File: src/rtl/ee_rd_pkg.sv
package ee_rd_pkg;

  typedef enum logic [3:0] {
    S_IDLE,
    S_SEL,
    S_CMD_LO,
    S_CMD_HI,
    S_DAT_LO,
    S_DAT_HI,
    S_DESEL,
    S_PUSH,
    S_DONE
  } ee_state_e;

  localparam int unsigned OPW = 3;
  localparam logic [OPW-1:0] READ_OP = 3'b110;

endpackage

File: src/rtl/ee_rd_div.sv
module ee_rd_div #(
  parameter int unsigned DIV = 4
) (
  input  logic clk,
  input  logic rst_n,
  input  logic run,
  output logic tick
);
  localparam int unsigned DCW = (DIV > 1) ? $clog2(DIV) : 1;

  logic [DCW-1:0] cnt_q;

  assign tick = run && (cnt_q == DCW'(DIV - 1));

  always_ff @(posedge clk) begin
    if (!rst_n) begin
      cnt_q <= '0;
    end else if (!run || tick) begin
      cnt_q <= '0;
    end else begin
      cnt_q <= cnt_q + 1'b1;
    end
  end
endmodule

File: src/rtl/ee_rd_piso.sv
module ee_rd_piso #(
  parameter int unsigned W = 11
) (
  input  logic         clk,
  input  logic         rst_n,
  input  logic         load,
  input  logic [W-1:0] load_val,
  input  logic         shift,
  output logic         msb
);
  logic [W-1:0] sr_q;

  assign msb = sr_q[W-1];

  always_ff @(posedge clk) begin
    if (!rst_n) begin
      sr_q <= '0;
    end else if (load) begin
      sr_q <= load_val;
    end else if (shift) begin
      sr_q <= {sr_q[W-2:0], 1'b0};
    end
  end
endmodule

File: src/rtl/ee_rd_sipo.sv
module ee_rd_sipo #(
  parameter int unsigned W = 16
) (
  input  logic         clk,
  input  logic         rst_n,
  input  logic         clr,
  input  logic         shift,
  input  logic         din,
  output logic [W-1:0] q
);
  always_ff @(posedge clk) begin
    if (!rst_n) begin
      q <= '0;
    end else if (clr) begin
      q <= '0;
    end else if (shift) begin
      q <= {q[W-2:0], din};
    end
  end
endmodule

File: src/rtl/ee_word_reader.sv
module ee_word_reader
  import ee_rd_pkg::*;
#(
  parameter int unsigned DIV   = 4,
  parameter int unsigned AW    = 6,
  parameter int unsigned CW    = 7,
  parameter int unsigned DW    = 16,
  parameter int unsigned CMD_W = 11
) (
  input  logic          clk,
  input  logic          rst_n,
  input  logic          req_valid,
  output logic          req_ready,
  input  logic [AW-1:0] req_addr,
  input  logic [CW-1:0] req_count,
  input  logic          req_swap,
  output logic          out_valid,
  input  logic          out_ready,
  output logic [DW-1:0] out_data,
  output logic          done,
  output logic          ee_cs,
  output logic          ee_sk,
  output logic          ee_di,
  input  logic          ee_do
);
  localparam int unsigned PADW = CMD_W - OPW - AW;
  localparam int unsigned MAXB = (DW > CMD_W) ? DW : CMD_W;
  localparam int unsigned BCW  = $clog2(MAXB);
  localparam int unsigned HW   = DW / 2;

  ee_state_e       state_q;
  logic [AW-1:0]   addr_q;
  logic [CW-1:0]   left_q;
  logic            swap_q;
  logic [BCW-1:0]  bit_q;
  logic            run;
  logic            tick;
  logic            cmd_msb;
  logic [DW-1:0]   word;
  logic [CMD_W-1:0] cmd_word;

  // serial phases are timed by the divider
  assign run = (state_q == S_SEL)    || (state_q == S_CMD_LO) ||
               (state_q == S_CMD_HI) || (state_q == S_DAT_LO) ||
               (state_q == S_DAT_HI) || (state_q == S_DESEL);

  generate
    if (PADW > 0) begin : g_pad
      assign cmd_word = {READ_OP, {PADW{1'b0}}, addr_q};
    end else begin : g_nopad
      assign cmd_word = {READ_OP, addr_q};
    end
  endgenerate

  ee_rd_div #(.DIV(DIV)) u_div (
    .clk   (clk),
    .rst_n (rst_n),
    .run   (run),
    .tick  (tick)
  );

  ee_rd_piso #(.W(CMD_W)) u_cmd (
    .clk      (clk),
    .rst_n    (rst_n),
    .load     (state_q == S_SEL),
    .load_val (cmd_word),
    .shift    ((state_q == S_CMD_HI) && tick),
    .msb      (cmd_msb)
  );

  ee_rd_sipo #(.W(DW)) u_dat (
    .clk   (clk),
    .rst_n (rst_n),
    .clr   (state_q == S_SEL),
    .shift ((state_q == S_DAT_HI) && tick),
    .din   (ee_do),
    .q     (word)
  );

  // serial pins decoded from the phase state
  assign ee_cs = (state_q == S_SEL)    || (state_q == S_CMD_LO) ||
                 (state_q == S_CMD_HI) || (state_q == S_DAT_LO) ||
                 (state_q == S_DAT_HI);
  assign ee_sk = (state_q == S_CMD_HI) || (state_q == S_DAT_HI);
  assign ee_di = ((state_q == S_CMD_LO) || (state_q == S_CMD_HI)) && cmd_msb;

  assign req_ready = (state_q == S_IDLE);
  assign out_valid = (state_q == S_PUSH);
  assign done      = (state_q == S_DONE);
  assign out_data  = swap_q ? {word[HW-1:0], word[DW-1:HW]} : word;

  always_ff @(posedge clk) begin
    if (!rst_n) begin
      state_q <= S_IDLE;
      addr_q  <= '0;
      left_q  <= '0;
      swap_q  <= 1'b0;
      bit_q   <= '0;
    end else begin
      case (state_q)
        S_IDLE: begin
          if (req_valid) begin
            addr_q  <= req_addr;
            left_q  <= req_count;
            swap_q  <= req_swap;
            state_q <= (req_count == '0) ? S_DONE : S_SEL;
          end
        end
        S_SEL: begin
          bit_q <= '0;
          if (tick) state_q <= S_CMD_LO;
        end
        S_CMD_LO: begin
          if (tick) state_q <= S_CMD_HI;
        end
        S_CMD_HI: begin
          if (tick) begin
            if (bit_q == BCW'(CMD_W - 1)) begin
              bit_q   <= '0;
              state_q <= S_DAT_LO;
            end else begin
              bit_q   <= bit_q + 1'b1;
              state_q <= S_CMD_LO;
            end
          end
        end
        S_DAT_LO: begin
          if (tick) state_q <= S_DAT_HI;
        end
        S_DAT_HI: begin
          if (tick) begin
            if (bit_q == BCW'(DW - 1)) begin
              state_q <= S_DESEL;
            end else begin
              bit_q   <= bit_q + 1'b1;
              state_q <= S_DAT_LO;
            end
          end
        end
        S_DESEL: begin
          if (tick) state_q <= S_PUSH;
        end
        S_PUSH: begin
          if (out_ready) begin
            addr_q  <= addr_q + 1'b1;
            left_q  <= left_q - 1'b1;
            state_q <= (left_q == CW'(1)) ? S_DONE : S_SEL;
          end
        end
        S_DONE: begin
          state_q <= S_IDLE;
        end
        default: state_q <= S_IDLE;
      endcase
    end
  end
endmodule

File: config.mk
export PLATFORM = sky130hd
export DESIGN_NAME = ee_word_reader
export DESIGN_NICKNAME = d
export VERILOG_FILES = /design/src/rtl/ee_rd_pkg.sv /design/src/rtl/ee_rd_div.sv /design/src/rtl/ee_rd_piso.sv /design/src/rtl/ee_rd_sipo.sv /design/src/rtl/ee_word_reader.sv
export SDC_FILE = /design/constraint.sdc
export NUM_CORES = 1
export LEC_CHECK = 0
export BUFFER_PORTS_ARGS = -buffer_cell sky130_fd_sc_hd__buf_2
export CORE_MARGIN = 5
export CORE_UTILIZATION = 51
export DETAILED_ROUTE_END_ITERATION = 16
export GPL_TIMING_DRIVEN = 0
export HOLD_SLACK_MARGIN = 0.08
export PLACE_DENSITY = 0.8
export SLEW_MARGIN = 20
export SYNTH_ARGS = -nofsm -noshare
export SYNTH_HDL_FRONTEND = slang
export SYNTH_SLANG_ARGS = --single-unit
File: constraint.sdc
create_clock -name clk -period 1.63 [get_ports clk]
set_clock_uncertainty 0.1 [all_clocks]
set_input_delay 0.326 -clock clk [delete_from_list [all_inputs] [get_ports clk]]
set_output_delay 0.326 -clock clk [all_outputs]
set_load 0.1 [all_outputs]
==> impl_summary.txt, run 1 <==
----------------------------------------------------
[Outcome]
  Outcome ... complete, but fails checks
  Violations in the final reports ... setup timing

[Drt]
  Routed via count divided by cell count ... 7.02
  Detailed-route wire length per cell ... about 26 um
  Length of the first detailed-routing pass in iterations ... 7
  Remaining number of nets flagged by the antenna check after routing ... 0
  Initial drt markers ... approximately 530
  Total wire length after detailed routing ... 13.2 mm
  Via count ... 3,637
  DRC errors left ... 0

[STA]
  Minimum clock period after layout ... 2.03 ns
  Period utilization ... 1.25
  Fin. max-slew vios ... 0
  Post-route worst setup slack ... -0.404 ns
  Unrepaired setup endpoints after global routing ... true
  Transition time at the pin with the least slew margin ... 0.570 ns
  Slew HR ... 0.617
  Final hold violations ... 0
  Highest achievable clock rate ... 0.492 GHz
  Setup Viol. Count Final ... between 70 and 80

[Clock network]
  Root buffer cell ... sky130_fd_sc_hd__clkbuf_8
  Register clock-pin slew on the reported worst setup and hold paths ... 0.09 ns
  H-tree depth reported by CTS ... 2
  Number of buffers inserted during clock tree synthesis ... 5
  Worst-Skew Late Latency ... approximately 0.32 ns
  Count of hold-fix buffers inserted at cts ... 0
  Number of clock sinks ... between 50 and 60
  Clock tree from TritonCTS ... yes
  Number of buffers between clock root and the deepest sink ... 2

[Critical path]
  Critical Path Stages ... 4
  Element type at the critical path start ... register
  Worst Setup Path Type ... reg2out
  Cells traversed along the worst timing path ... buf_6 > buf_8 > nor4_4 > buf_6
  Largest fanout on the critical path ... 5
  Data required, critical path ... 1.20 ns
  CP bufs+invs ... 3
  Logic depth of the worst register-to-register path ... 6
  Worst path arrival time ... 1.61 ns
  Crit-path leading delay family ... buffers and inverters
  Crit-path slowest cell ... sky130_fd_sc_hd__dfxtp_4
  Maximum single-stage delay on the critical path ... approximately 0.38 ns
  Most prevalent standard cell on the critical path ... sky130_fd_sc_hd__buf_6
  Critical Path Sink Type ... output pin

[Floorplanning]
  Die Wd ... ~83 um
  Area of the placeable core ... 0.00514 mm2
  Die boundary height ... 83.1 um
  Starting density of the core ... 0.531
  Number of rows in the core area ... 26
  Top-level port count ... slightly above 40
  Die Area ... 0.00691 mm2

[Logic synthesis]
  Register area share after synthesis ... 0.374
  Register bit count reported by yosys ... between 50 and 60
  Net count of the mapped netlist ... 370
  Post-Synthesis Cells ... 345
  Count of distinct cell types in the synthesized netlist ... 49
  Yosys warns ... 0
  Most used flip-flop cell after synthesis ... sky130_fd_sc_hd__dfxtp_1
  Count of flip-flops with a built-in enable after synthesis ... 0
  Cell types occupying the most area after synthesis ... sky130_fd_sc_hd__dfxtp_1, sky130_fd_sc_hd__nand2_1, sky130_fd_sc_hd__a21oi_1, sky130_fd_sc_hd__mux2_2, sky130_fd_sc_hd__nor3_1
  Synth top area share ... 0.374
  Share of async-settable or async-resettable flops after synthesis ... 0
  Post-synthesis cell area ... about 0.0027 mm2
  Post-synth top area cell ... sky130_fd_sc_hd__dfxtp_1
  Mean cell area of the mapped netlist ... 7.91 um2

[Power and ir drop]
  Power per cell area ... 597 mW/mm2
  Leakage Power ... 1.76 nW
  VDD IR max ... 0.000582 V

[Flow run]
  Number of violations of the max-capacitance limit ... 0

[Global routing]
  Wire length of the first global-routing pass ... 14.7 mm
  Vias in the first global route ... 2,869
  Total routing resource utilization after global routing ... 0.262
  Antenna violations before repair ... 0
  Largest net degree at the start of global routing ... 16
  Total congestion overflow after global routing ... 0

[Placed design]
  Port-buffer cells ... 40
  Dpl cell area ... 0.00319 mm2
  Routability Congestion ... 0.874
  Number of cells in the design after placement ... approximately 460
  Detailed Place HPWL ... 4.91 mm

[Hold path]
  Class of the most critical hold timing path ... in2reg
  Number of cells on the worst hold path ... 3

[Final layout]
  Leading cell type in the layout, fill and taps excluded ... sky130_fd_sc_hd__nand2_1
  Ratio of cells with drive above 1 in the final layout ... 0.478
  Final antenna diode count ... 0
  Final Non-Filler Cells ... 518
  Area of all placed cells without fillers ... 0.00462 mm2
  Area growth from synthesis to layout ... 69.2%
  Fraction of the core area covered by cells at the end of the flow ... 0.898
  Commonest non-fill, non-tap cells in the layout ... sky130_fd_sc_hd__nand2_1, sky130_fd_sc_hd__dfxtp_1, sky130_fd_sc_hd__buf_4, sky130_fd_sc_hd__a21oi_1, sky130_fd_sc_hd__buf_12
  Final-stage net count ... ~470

----------------------------------------------------
## report_power, final
| part | switching, W | total [W] | internal [W] |
|---|---|---|---|
| combinational | 0.000341 | 0.000647 | 0.000306 |
| sequential | 0.0000649 | 0.00136 | 0.00129 |
| clock | 0.000456 | 0.000751 | 0.000295 |
## flip-flops by register name, summed over array words and instances (netlist names)
register	flops
u_dat.q	16
u_cmd.sr_q	11
left_q	7
addr_q	6
bit_q	4
state_q	4
u_div.cnt_q	2
swap_q	1
## synthesized netlist by cell type (7+ instances only)
| library cell | n |
|---|---|
| sky130_fd_sc_hd__nand2_1 | 62 |
| sky130_fd_sc_hd__dfxtp_1 | 51 |
| sky130_fd_sc_hd__a21oi_1 | 40 |
| sky130_fd_sc_hd__nor2_1 | 20 |
| sky130_fd_sc_hd__mux2_2 | 17 |
| sky130_fd_sc_hd__nor3_1 | 17 |
| sky130_fd_sc_hd__o21ai_0 | 17 |
| sky130_fd_sc_hd__nand3_1 | 12 |
| sky130_fd_sc_hd__inv_1 | 10 |
| sky130_fd_sc_hd__buf_2 | 9 |
| sky130_fd_sc_hd__clkbuf_1 | 9 |
| sky130_fd_sc_hd__nand2b_1 | 7 |
## area by class of cell
cell class,count,area (um2)
Clock inverter,2,13.8
Buffer,20,236
Fill cell,194,524
Inverter,10,37.5
Tap cell,70,87.6
Sequential cell,51,1040
Multi-Input combinational cell,265,2040
Clock buffer,5,68.8
Timing Repair Buffer,95,1090
## worst paths after layout
check,endpoint,slack [ns],start
max,req_ready,-0.40,state_q[2]
min,addr_q[1],0.18,req_addr[1]
max reg2reg,left_q[0],-0.35,state_q[2]
min reg2reg,u_cmd.sr_q[7],0.36,u_cmd.sr_q[7]
## stage by stage
step                      hold WS (ns)  setup WS (ns)  total power [W]  TNS [ns]
after floorplan                  0.297         -0.509          0.00163     -2.22
after global placement           0.306         -0.539          0.00171    -10.43
after detailed placement         0.316         -0.544          0.00172    -12.31
after CTS                        0.151         -0.323          0.00253    -11.96
after global routing             0.185         -0.413          0.00283    -13.93
final                            0.180         -0.404          0.00276    -12.30
## logic make-up after synthesis
logic type	after synthesis	synth area share
compound gates	94	0.217
fa+ha+maj	6	0.0275
buf+inv	31	0.0523
flops	51	0.374
mux	17	0.0702
simple gates	146	0.258
## layer usage
| metal | GRT usage | share of wire |
|---|---|---|
| met2 | 0.431 | 0.47 |
| met4 | 0.137 | 0.074 |
| met5 | 0 | 0 |
| met1 | 0.322 | 0.34 |
| met3 | 0.0515 | 0.11 |
## timing repair
item,4_1_cts,5_1_grt
gates cloned,6,4
setup endpoints to repair,68,72
gates resized for setup,141,89
setup buffers,22,27
pin swaps,15,23
## worst min-delay path: cells and delay by family
| family | cells | cell delay [ns] |
|---|---|---|
| simple gates | 1 | 0.04 |
| buf+inv | 1 | 0.10 |
| compound gates | 1 | 0.08 |
Note: power is estimated with default switching activity, not from simulation.
==> run 2, diff against run 1 <==
--- a/config.mk
+++ b/config.mk
@@ -12,6 +12,7 @@
 export GPL_TIMING_DRIVEN = 0
 export HOLD_SLACK_MARGIN = 0.08
 export PLACE_DENSITY = 0.8
+export SETUP_SLACK_MARGIN = 0.2
 export SLEW_MARGIN = 20
 export SYNTH_ARGS = -nofsm -noshare
 export SYNTH_HDL_FRONTEND = slang
==> run 2 against run 1 <==
The run still ends with setup timing left. Design area increased by 4.6%. Worst hold slack got worse by 0.0029 ns. Setup slack worse by 0.16 ns. Combinational power is 8.3% higher. Critical path type is now reg2reg. Fmax fell by 7.5%. Critical path depth up 4. Cell count rose by 1.2%.
==> impl_summary.txt, run 2 (synthesized netlist as in run 1, its figures left out) <==
----------------------------------------------------
[Power and ir drop]
  Leakage Power ... 1.82 nW
  Final Power ... 0.00307 W
  VDD IR max ... 0.000977 V
  Power per cell area ... ~640 mW/mm2

[Floorplanning]
  Die Wd ... 83.1 um
  Die Area ... 0.00691 mm2
  Die boundary height ... between 80 and 90 um
  Starting density of the core ... 0.531
  Area of the placeable core ... 0.00514 mm2
  Top-level port count ... 41
  Number of rows in the core area ... 26

[Final layout]
  Final antenna diode count ... 0
  Ratio of cells with drive above 1 in the final layout ... 0.555
  Leading cell type in the layout, fill and taps excluded ... sky130_fd_sc_hd__nand2_1
  Flip-flop count of the largest register after layout ... 16
  Commonest non-fill, non-tap cells in the layout ... sky130_fd_sc_hd__nand2_1, sky130_fd_sc_hd__dfxtp_1, sky130_fd_sc_hd__buf_6, sky130_fd_sc_hd__buf_4, sky130_fd_sc_hd__a21oi_2
  Area of all placed cells without fillers ... 0.00483 mm2
  Fraction of the core area covered by cells at the end of the flow ... 0.940
  Final-stage net count ... 478
  Area growth from synthesis to layout ... 77.1%
  Largest reg by FF count ... u_dat.q
  Leading registers by flop count ... u_dat.q: 16 flops, u_cmd.sr_q: 11 flops, left_q: 7 flops
  Number of fillers in the final layout ... 144

[Critical path]
  Worst Setup Path Type ... reg2reg
  CP bufs+invs ... 4
  Maximum single-stage delay on the critical path ... 0.38 ns
  Worst path arrival time ... 2.32 ns
  Worst reg-to-reg setup slack ... -0.57 ns
  Crit-path slowest cell ... sky130_fd_sc_hd__dfxtp_2
  Data required, critical path ... 1.75 ns
  Element type at the critical path start ... register
  Largest fanout on the critical path ... 7
  Most prevalent standard cell on the critical path ... sky130_fd_sc_hd__buf_6
  Critical Path Sink Type ... register
  Cells traversed along the worst timing path ... buf_6 > buf_4 > nand4_1 > a21oi_4 > buf_6 > buf_6 > nor2_2 > a311oi_1
  Crit-path leading delay family ... compound AO/OA/AOI/OAI gates

[STA]
  Minimum clock period after layout ... 2.20 ns
  Smallest hold slack ... roughly 0.18 ns
  Transition time at the pin with the least slew margin ... 0.572 ns
  Fin. max-slew vios ... 0
  Unrepaired setup endpoints after global routing ... true
  Post-route worst setup slack ... -0.569 ns
  Slew HR ... 0.616
  Final hold violations ... 0
  Setup Viol. Count Final ... 70
  Period utilization ... 1.35
  Highest achievable clock rate ... 0.455 GHz

[Clock network]
  Number of clock sinks ... 51
  H-tree depth reported by CTS ... 2
  Root buffer cell ... sky130_fd_sc_hd__clkbuf_8
  Register clock-pin slew on the reported worst setup and hold paths ... around 0.10 ns
  Count of hold-fix buffers inserted at cts ... 0
  Number of buffers between clock root and the deepest sink ... 2
  Worst-Skew Late Latency ... 0.34 ns
  Clock tree from TritonCTS ... yes
  Number of buffers inserted during clock tree synthesis ... 5

[Drt]
  DRC errors left ... 0
  Total wire length after detailed routing ... 14.3 mm
  Via count ... 3,723
  Remaining number of nets flagged by the antenna check after routing ... 0
  Detailed-route wire length per cell ... approximately 27 um
  Initial drt markers ... ~450
  Routed via count divided by cell count ... 7.10
  Length of the first detailed-routing pass in iterations ... 6

[Global routing]
  Largest net degree at the start of global routing ... 17
  Antenna violations before repair ... 0
  Total congestion overflow after global routing ... 0
  Total routing resource utilization after global routing ... 0.278
  Wire length of the first global-routing pass ... 15.8 mm
  Vias in the first global route ... 3,089

[Placed design]
  Port-buffer cells ... 40
  Dpl cell area ... around 0.0032 mm2
  Dpl ws ... -0.549 ns
  Routability Congestion ... approximately 0.89
  Detailed Place HPWL ... 4.93 mm

[Outcome]
  Outcome ... complete, but fails checks
  Violations in the final reports ... setup timing

[Hold path]
  Class of the most critical hold timing path ... in2reg

[Flow run]
  Number of violations of the max-capacitance limit ... 0

----------------------------------------------------
[run 2: layout make-up]
| type | count | area, um2 | area share |
|---|---|---|---|
| Tap cell | 70 | 87.6 | 0.0181 |
| Sequential cell | 51 | 1040 | 0.215 |
| Timing Repair Buffer | 100 | 1110 | 0.230 |
| Clock buffer | 6 | 82.6 | 0.0171 |
| Buffer | 21 | 280 | 0.0580 |
| Clock inverter | 2 | 38.8 | 0.00803 |
| Inverter | 10 | 37.5 | 0.00777 |
| Multi-Input combinational cell | 264 | 2150 | 0.446 |
[run 2: through the flow]
stage / cells / setup TNS, ns
2_1_floorplan: 345 / -2.55
3_3_place_gp: 455 / -7.06
3_5_place_dp: 455 / -7.87
4_1_cts: 494 / -7.76
5_1_grt: 524 / -16.63
6_report: 524 / -15.31
[run 2: path summary, 6_finish.rpt]
kind,depth (start not counted),start,to
setup / recovery,8,state_q[1],addr_q[1]
hold / removal,3,ee_do,u_dat.q[0]
setup reg to reg,8,state_q[1],addr_q[1]
hold reg to reg,1,u_div.cnt_q[0],u_div.cnt_q[0]
[run 2: layer usage]
metal | share of wire | vias to the layer above | global-route usage
met3 | 0.12 | 137 | 0.0554
met2 | 0.45 | 394 | 0.471
li1 | - | 1459 | -
met4 | 0.079 | 0 | 0.144
met5 | 0 | - | 0
met1 | 0.35 | 1733 | 0.331
[run 2: timing repair]
action | 4_1_cts | 5_1_grt
pin swaps | 20 | 41
resized for setup | 154 | 110
endpoints found under the setup margin | 72 | 73
gates cloned | 4 | 1
setup buffers | 27 | 29
[run 2: report_power, final]
group / switching [W] / total (W) / internal, W
Clock: 0.000500 / 0.00101 / 0.000506
Sequential: 0.0000696 / 0.00136 / 0.00130
Combinational: 0.000380 / 0.000701 / 0.000321
[run 2: worst min-delay path, delay by kind of cell]
family          cells  cell delay [ns]
buf+inv             1             0.10
compound gates      1             0.06
simple gates        1             0.09
